<file path="src/rtl/xfer_dma.sv">
module xfer_dma #(
  parameter int AW = 16,
  parameter int DW = 8,
  parameter int CW = 8
) (
  input  logic          clk,
  input  logic          rst_n,
  input  logic          reg_wr,
  input  logic [1:0]    reg_sel,
  input  logic [AW-1:0] reg_wdata,
  input  logic          dev_req,
  output logic          dev_ack,
  input  logic [DW-1:0] dev_wdata,
  output logic [DW-1:0] dev_rdata,
  output logic          bus_req,
  input  logic          bus_grant,
  output logic [AW-1:0] mem_addr,
  output logic          mem_rd,
  output logic          mem_wr,
  output logic [DW-1:0] mem_wdata,
  input  logic [DW-1:0] mem_rdata,
  output logic          irq
);

  localparam logic [1:0] SEL_ADDR = 2'd0;
  localparam logic [1:0] SEL_CNT  = 2'd1;
  localparam logic [1:0] SEL_CTL  = 2'd2;
  localparam int CB_START = 0;
  localparam int CB_DIR   = 1;
  localparam int CB_BURST = 2;
  localparam int CB_CLR   = 3;

  typedef enum logic [1:0] {S_IDLE, S_ARB, S_ACC1, S_ACC2} st_t;

  st_t           st_q;
  logic [AW-1:0] addr_q;
  logic [CW-1:0] cnt_q;
  logic          dir_q, burst_q, busy_q, irq_q;

  wire idle_wr  = reg_wr && !busy_q;
  wire last_w   = (cnt_q == CW'(1));
  wire in_acc   = (st_q == S_ACC1) || (st_q == S_ACC2);
  wire cnt_zero = (cnt_q == '0);

  assign bus_req   = (st_q != S_IDLE);
  assign mem_addr  = addr_q;
  assign mem_rd    = in_acc && dir_q;
  assign mem_wr    = in_acc && !dir_q;
  assign mem_wdata = dev_wdata;
  assign dev_rdata = mem_rdata;
  assign dev_ack   = (st_q == S_ACC2);
  assign irq       = irq_q;

  always_ff @(posedge clk or negedge rst_n) begin
    if (!rst_n) begin
      st_q    <= S_IDLE;
      addr_q  <= '0;
      cnt_q   <= '0;
      dir_q   <= 1'b0;
      burst_q <= 1'b0;
      busy_q  <= 1'b0;
      irq_q   <= 1'b0;
    end else begin
      if (idle_wr) begin
        case (reg_sel)
          SEL_ADDR: addr_q <= reg_wdata;
          SEL_CNT:  cnt_q  <= reg_wdata[CW-1:0];
          SEL_CTL: begin
            dir_q   <= reg_wdata[CB_DIR];
            burst_q <= reg_wdata[CB_BURST];
            if (reg_wdata[CB_START] && !cnt_zero) busy_q <= 1'b1;
            if (reg_wdata[CB_START] && cnt_zero) irq_q <= 1'b1;
            else if (reg_wdata[CB_CLR]) irq_q <= 1'b0;
          end
          default: ;
        endcase
      end
      case (st_q)
        S_IDLE: if (busy_q && dev_req) st_q <= S_ARB;
        S_ARB:  if (bus_grant) st_q <= S_ACC1;
        S_ACC1: st_q <= S_ACC2;
        S_ACC2: begin
          addr_q <= addr_q + AW'(1);
          cnt_q  <= cnt_q - CW'(1);
          if (last_w) begin
            st_q   <= S_IDLE;
            busy_q <= 1'b0;
            irq_q  <= 1'b1;
          end else if (!burst_q) st_q <= S_IDLE;
          else if (bus_grant)    st_q <= S_ACC1;
          else                   st_q <= S_ARB;
        end
        default: st_q <= S_IDLE;
      endcase
    end
  end

  p_grant_first_r3: assert property (@(posedge clk) disable iff (!rst_n)
    $rose(mem_rd || mem_wr) |-> $past(bus_grant));

  p_strobe_two_r4: assert property (@(posedge clk) disable iff (!rst_n)
    $rose(mem_rd || mem_wr) |=> (mem_rd || mem_wr) && dev_ack);

  p_ack_pulse_r4: assert property (@(posedge clk) disable iff (!rst_n)
    dev_ack |=> !dev_ack);

  p_addr_step_r5: assert property (@(posedge clk) disable iff (!rst_n)
    dev_ack |=> (mem_addr == $past(mem_addr) + AW'(1)));

  p_steal_gap_r6: assert property (@(posedge clk) disable iff (!rst_n)
    (dev_ack && !burst_q) |=> !bus_req);

  p_burst_hold_r7: assert property (@(posedge clk) disable iff (!rst_n)
    (dev_ack && burst_q && !last_w) |=> bus_req);

  p_done_free_r9: assert property (@(posedge clk) disable iff (!rst_n)
    $rose(irq) |-> !bus_req);

  p_irq_sticky_r9: assert property (@(posedge clk) disable iff (!rst_n)
    (irq && !(idle_wr && reg_sel == SEL_CTL && reg_wdata[CB_CLR])) |=> irq);

endmodule

</file>
<file path="config.mk">
export PLATFORM = sky130hd
export DESIGN_NAME = xfer_dma
export DESIGN_NICKNAME = d
export VERILOG_FILES = /design/src/rtl/xfer_dma.sv
export SDC_FILE = /design/constraint.sdc
export NUM_CORES = 1
export LEC_CHECK = 0
export BUFFER_PORTS_ARGS = -buffer_cell sky130_fd_sc_hd__buf_2
export CAP_MARGIN = 20
export CORE_MARGIN = 1.5
export CORE_UTILIZATION = 44
export CTS_CLUSTER_DIAMETER = 40
export DETAILED_ROUTE_END_ITERATION = 12
export GPL_ROUTABILITY_DRIVEN = 0
export PLACE_DENSITY = 0.82
export RECOVER_POWER = 50
export SLEW_MARGIN = 15
export SYNTH_ARGS = -nofsm -noshare
export SYNTH_HDL_FRONTEND = slang
export SYNTH_SLANG_ARGS = --single-unit
</file>
<file path="constraint.sdc">
create_clock -name clk -period 1.6 [get_ports clk]
set_input_delay 0.32 -clock clk [delete_from_list [all_inputs] [get_ports clk]]
set_output_delay 0.32 -clock clk [all_outputs]
set_load 0.03 [all_outputs]
</file>
==> impl_metrics.py <==
metrics = {
    "logic_synthesis": {
        "postSynthCellCount": 211,
        "synth-main-ff-cell": "dfrtp_1",
        "syn_nets": 254,
        "synth_edf_count": 0,
        "synth_area_leader_cell": "dfrtp_1",
        "syn_area_um2": 1890,
        "ys_types": 43,
        "synthArstFlopShare_pct": 100,
        "yosysTopAreaCellShare_pct": 39.7,
        "synth_area_leaders": "dfrtp_1 40%, buf_4 6.7%, nand2_1 4.2%",
        "synth_seq_area_share_pct": 39.7,
        "ys_ff_latch": 30,
        "ys_warn_count": 0,
        "syn_area_per_cell_um2": 8.97,
    },
    "clock_tree": {
        "cts_made_buffers": 5,
        "clkTransAtPathRegs_ns": 0.06,
        "cts.sinks": 30,
        "cts_tree": "built",
        "cts_max_level": 2,
        "clock_path_buffers": 2,
        "cts_root_buf": "clkbuf_8",
        "clk-insertion-delay-late_ns": 0.29,
    },
    "timing": {
        "worst_pin_slew_ns": 0.946,
        "finalCritPeriodShare_pct": 103,
        "setup_viol": 3,
        "fmax_mhz": 604,
        "hold_viol_final": 0,
        "relSlewSlack_pct": 37.0,
        "worst_hold_slack_ns": 0.212,
        "period_needed_ns": 1.66,
        "final.setup_skew_ns": 0.00595,
        "setup_slack_ns": -0.0559,
        "rsz0062_at_grt": "true",
        "finalMaxSlewViolations": 0,
        "fin_tns_setup_ns": -0.119,
    },
    "worst_setup_path": {
        "crit_path_cell_trace": "buf_6 > or4_4 > o21ai_4 > nand2_2 > a221o_1",
        "crit_path_max_fanout": 5,
        "cp_slowest_cell": "or4_4",
        "worstPathArrival_ns": 1.83,
        "crit_type": "flip-flop to flip-flop",
        "required_ns": 1.77,
        "worstSetupStartpointType": "flip-flop",
        "cp_num_buf_inv": 1,
        "setup.worst_path.end_class": "flip-flop",
        "critPathMaxStageDelay_ns": 0.45,
        "critPathTopFamily": "simple AND/OR/NAND/NOR gates",
    },
    "finish": {
        "final_cell_mix": "40 x buf_2, 32 x buf_4, 28 x dfrtp_1",
        "final_cells": 325,
        "drive_gt1_share_pct": 41.8,
        "n_fill_cell": 353,
        "num-nets-final": 317,
        "antenna_cells": 0,
        "layout_commonest_cell": "buf_2",
        "areaGrowthSynthToFinish_pct": 34.1,
    },
    "power": {
        "internal-power_w": 0.00272,
        "ir_worst_vdd_mv": 1.33,
        "seqPwrFrac_pct": 28.2,
        "p_leak_nw": 1.11,
        "clock_power_share_pct": 12.5,
        "sw_frac_of_total_pct": 47.1,
        "power_density_nw_per_um2": 2030,
        "power_frac_comb_pct": 59.3,
        "switching_power_w": 0.00243,
    },
    "die": {
        "rows": 23,
        "coreArea_um2": 4060,
        "die-area_um2": 4700,
        "initial_core_util_pct": 46.7,
        "dieHeight_um": 68.6,
        "chipWidth_um": 68.6,
        "num_io_pins": 76,
    },
    "detailed_routing": {
        "vias_per_cell": 5.98,
        "drcViolationCount": 0,
        "vias": 1944,
        "firstDrtPassIters": 4,
        "drt_iter0_markers": 181,
        "wl_per_cell_um": 16.7,
        "totalWireLength_um": 5430,
        "ant_nets": 0,
    },
    "grt": {
        "grt_pass1_vias": 1772,
        "grt_antenna_before_repair": 0,
        "grt_start_max_net_pins": 33,
        "gr-usage-all-layers_pct": 24.2,
        "grt_pass1_wl_um": 8380,
        "gr-total-overflow": 0,
    },
    "place": {
        "placedCellCount": 313,
        "place.port_buffers": 43,
        "hpwl_um": 3840,
    },
    "flow_run": {
        "drv_cap": 0,
    },
    "run_status": {
        "status": "finished with violations",
        "violations": "setup timing",
    },
    "worst_hold_path": {
        "holdCritPathClass": "input port to flip-flop",
    },
}
[through the flow]
| stage | power [W] | utilization [%] | cell area, um^2 | worst slack [ns] |
|---|---|---|---|---|
| 3_5_place_dp | 0.00417 | 56.4 | 2290 | -0.223 |
| 3_3_place_gp | 0.00408 | 56.4 | 2290 | -0.126 |
| 4_1_cts | 0.00495 | 60.2 | 2440 | -0.0193 |
| 6_report | 0.00515 | 62.6 | 2540 | -0.0559 |
| 5_1_grt | 0.00551 | 62.6 | 2540 | -0.0971 |
| 2_1_floorplan | 0.00319 | - | 1910 | -0.0893 |
[timing repair]
action / 4_1_cts / 5_1_grt
setup endpoints to repair: 11 / 15
pin swaps: 2 / 4
resized for setup: 15 / 18
hold buffers: 1 / 0
setup buffers: 1 / 2
hold endpoints to repair: 15 / 0
gates cloned: 0 / 0
[cells by family after synthesis]
kind of cell | Yosys count | synth area share [%]
buf+inv | 31 | 9.58
simple gates | 85 | 25.2
compound gates | 59 | 21.7
fa+ha+maj | 4 | 2.64
flops | 30 | 39.7
mux | 2 | 1.19
[synthesized netlist by cell type, types with 2 or more instances]
cell,number
clkbuf_1,5
or3_1,5
nand3_1,8
o21ai_1,2
a41oi_1,2
mux2_2,2
a221oi_1,2
a311oi_1,4
o21a_1,2
nor3_1,12
and4_1,3
o21ai_0,13
buf_4,17
a32oi_1,2
o221a_2,2
ha_1,4
nor4bb_1,2
inv_1,7
nor4_1,5
a211oi_1,5
dfrtp_1,30
a221o_1,7
a21oi_1,11
and3_1,6
a31oi_1,2
nand4_1,2
nor2_1,11
o22ai_1,3
nand2_1,21
[worst paths after layout]
check / to / slack, ns / cells after the start / startpoint
min in group asynchronous: mem_addr[1]$_DFFE_PN0P_ / 0.70 / 2 / rst_n
min reg2reg: irq$_DFF_PN0_ / 0.48 / 2 / irq$_DFF_PN0_
max reg2reg: cnt_q[5]$_DFFE_PN0P_ / -0.06 / 5 / cnt_q[0]$_DFFE_PN0P_
max: cnt_q[5]$_DFFE_PN0P_ / -0.06 / 5 / cnt_q[0]$_DFFE_PN0P_
min: st_q[0]$_DFFE_PN0P_ / 0.21 / 2 / bus_grant
max in group asynchronous: mem_addr[13]$_DFFE_PN0P_ / 0.14 / 3 / rst_n
[power groups by stage]
stage          registers (W)  logic [W]  clock network, W
6_report             0.00145    0.00306          0.000643
5_1_grt              0.00151    0.00331          0.000685
4_1_cts              0.00143    0.00287          0.000651
3_5_place_dp         0.00143    0.00273                 0
3_3_place_gp         0.00142    0.00265                 0
2_1_floorplan        0.00178    0.00141                 0
[area by class of cell]
type / instances / area [um^2] / area share [%]
timing repair buffer: 80 / 531 / 20.9
multi-input combinational: 150 / 1070 / 42.2
clock buffer: 7 / 86.3 / 3.40
clock inverter: 1 / 5.00 / 0.197
sequential: 30 / 753 / 29.7
inverter: 7 / 28.8 / 1.13
tap: 50 / 62.6 / 2.46
[sequential cells by signal (all words and copies together) (netlist names)]
| register | count |
|---|---|
| dir_q | 1 |
| burst_q | 1 |
| irq | 1 |
| busy_q | 1 |
| st_q | 2 |
| mem_addr | 16 |
| cnt_q | 8 |
[layer usage]
metal	up-vias	wire length, um	track usage, %	part of all wire (%)
li1	922	-	-	-
met1	914	2210	32.3	41
met2	93	2630	37.5	48
met3	15	463	6.17	8.5
met4	0	128	9.00	2.4
met5	-	0	0	0
Power figures use the tool's default switching activity.
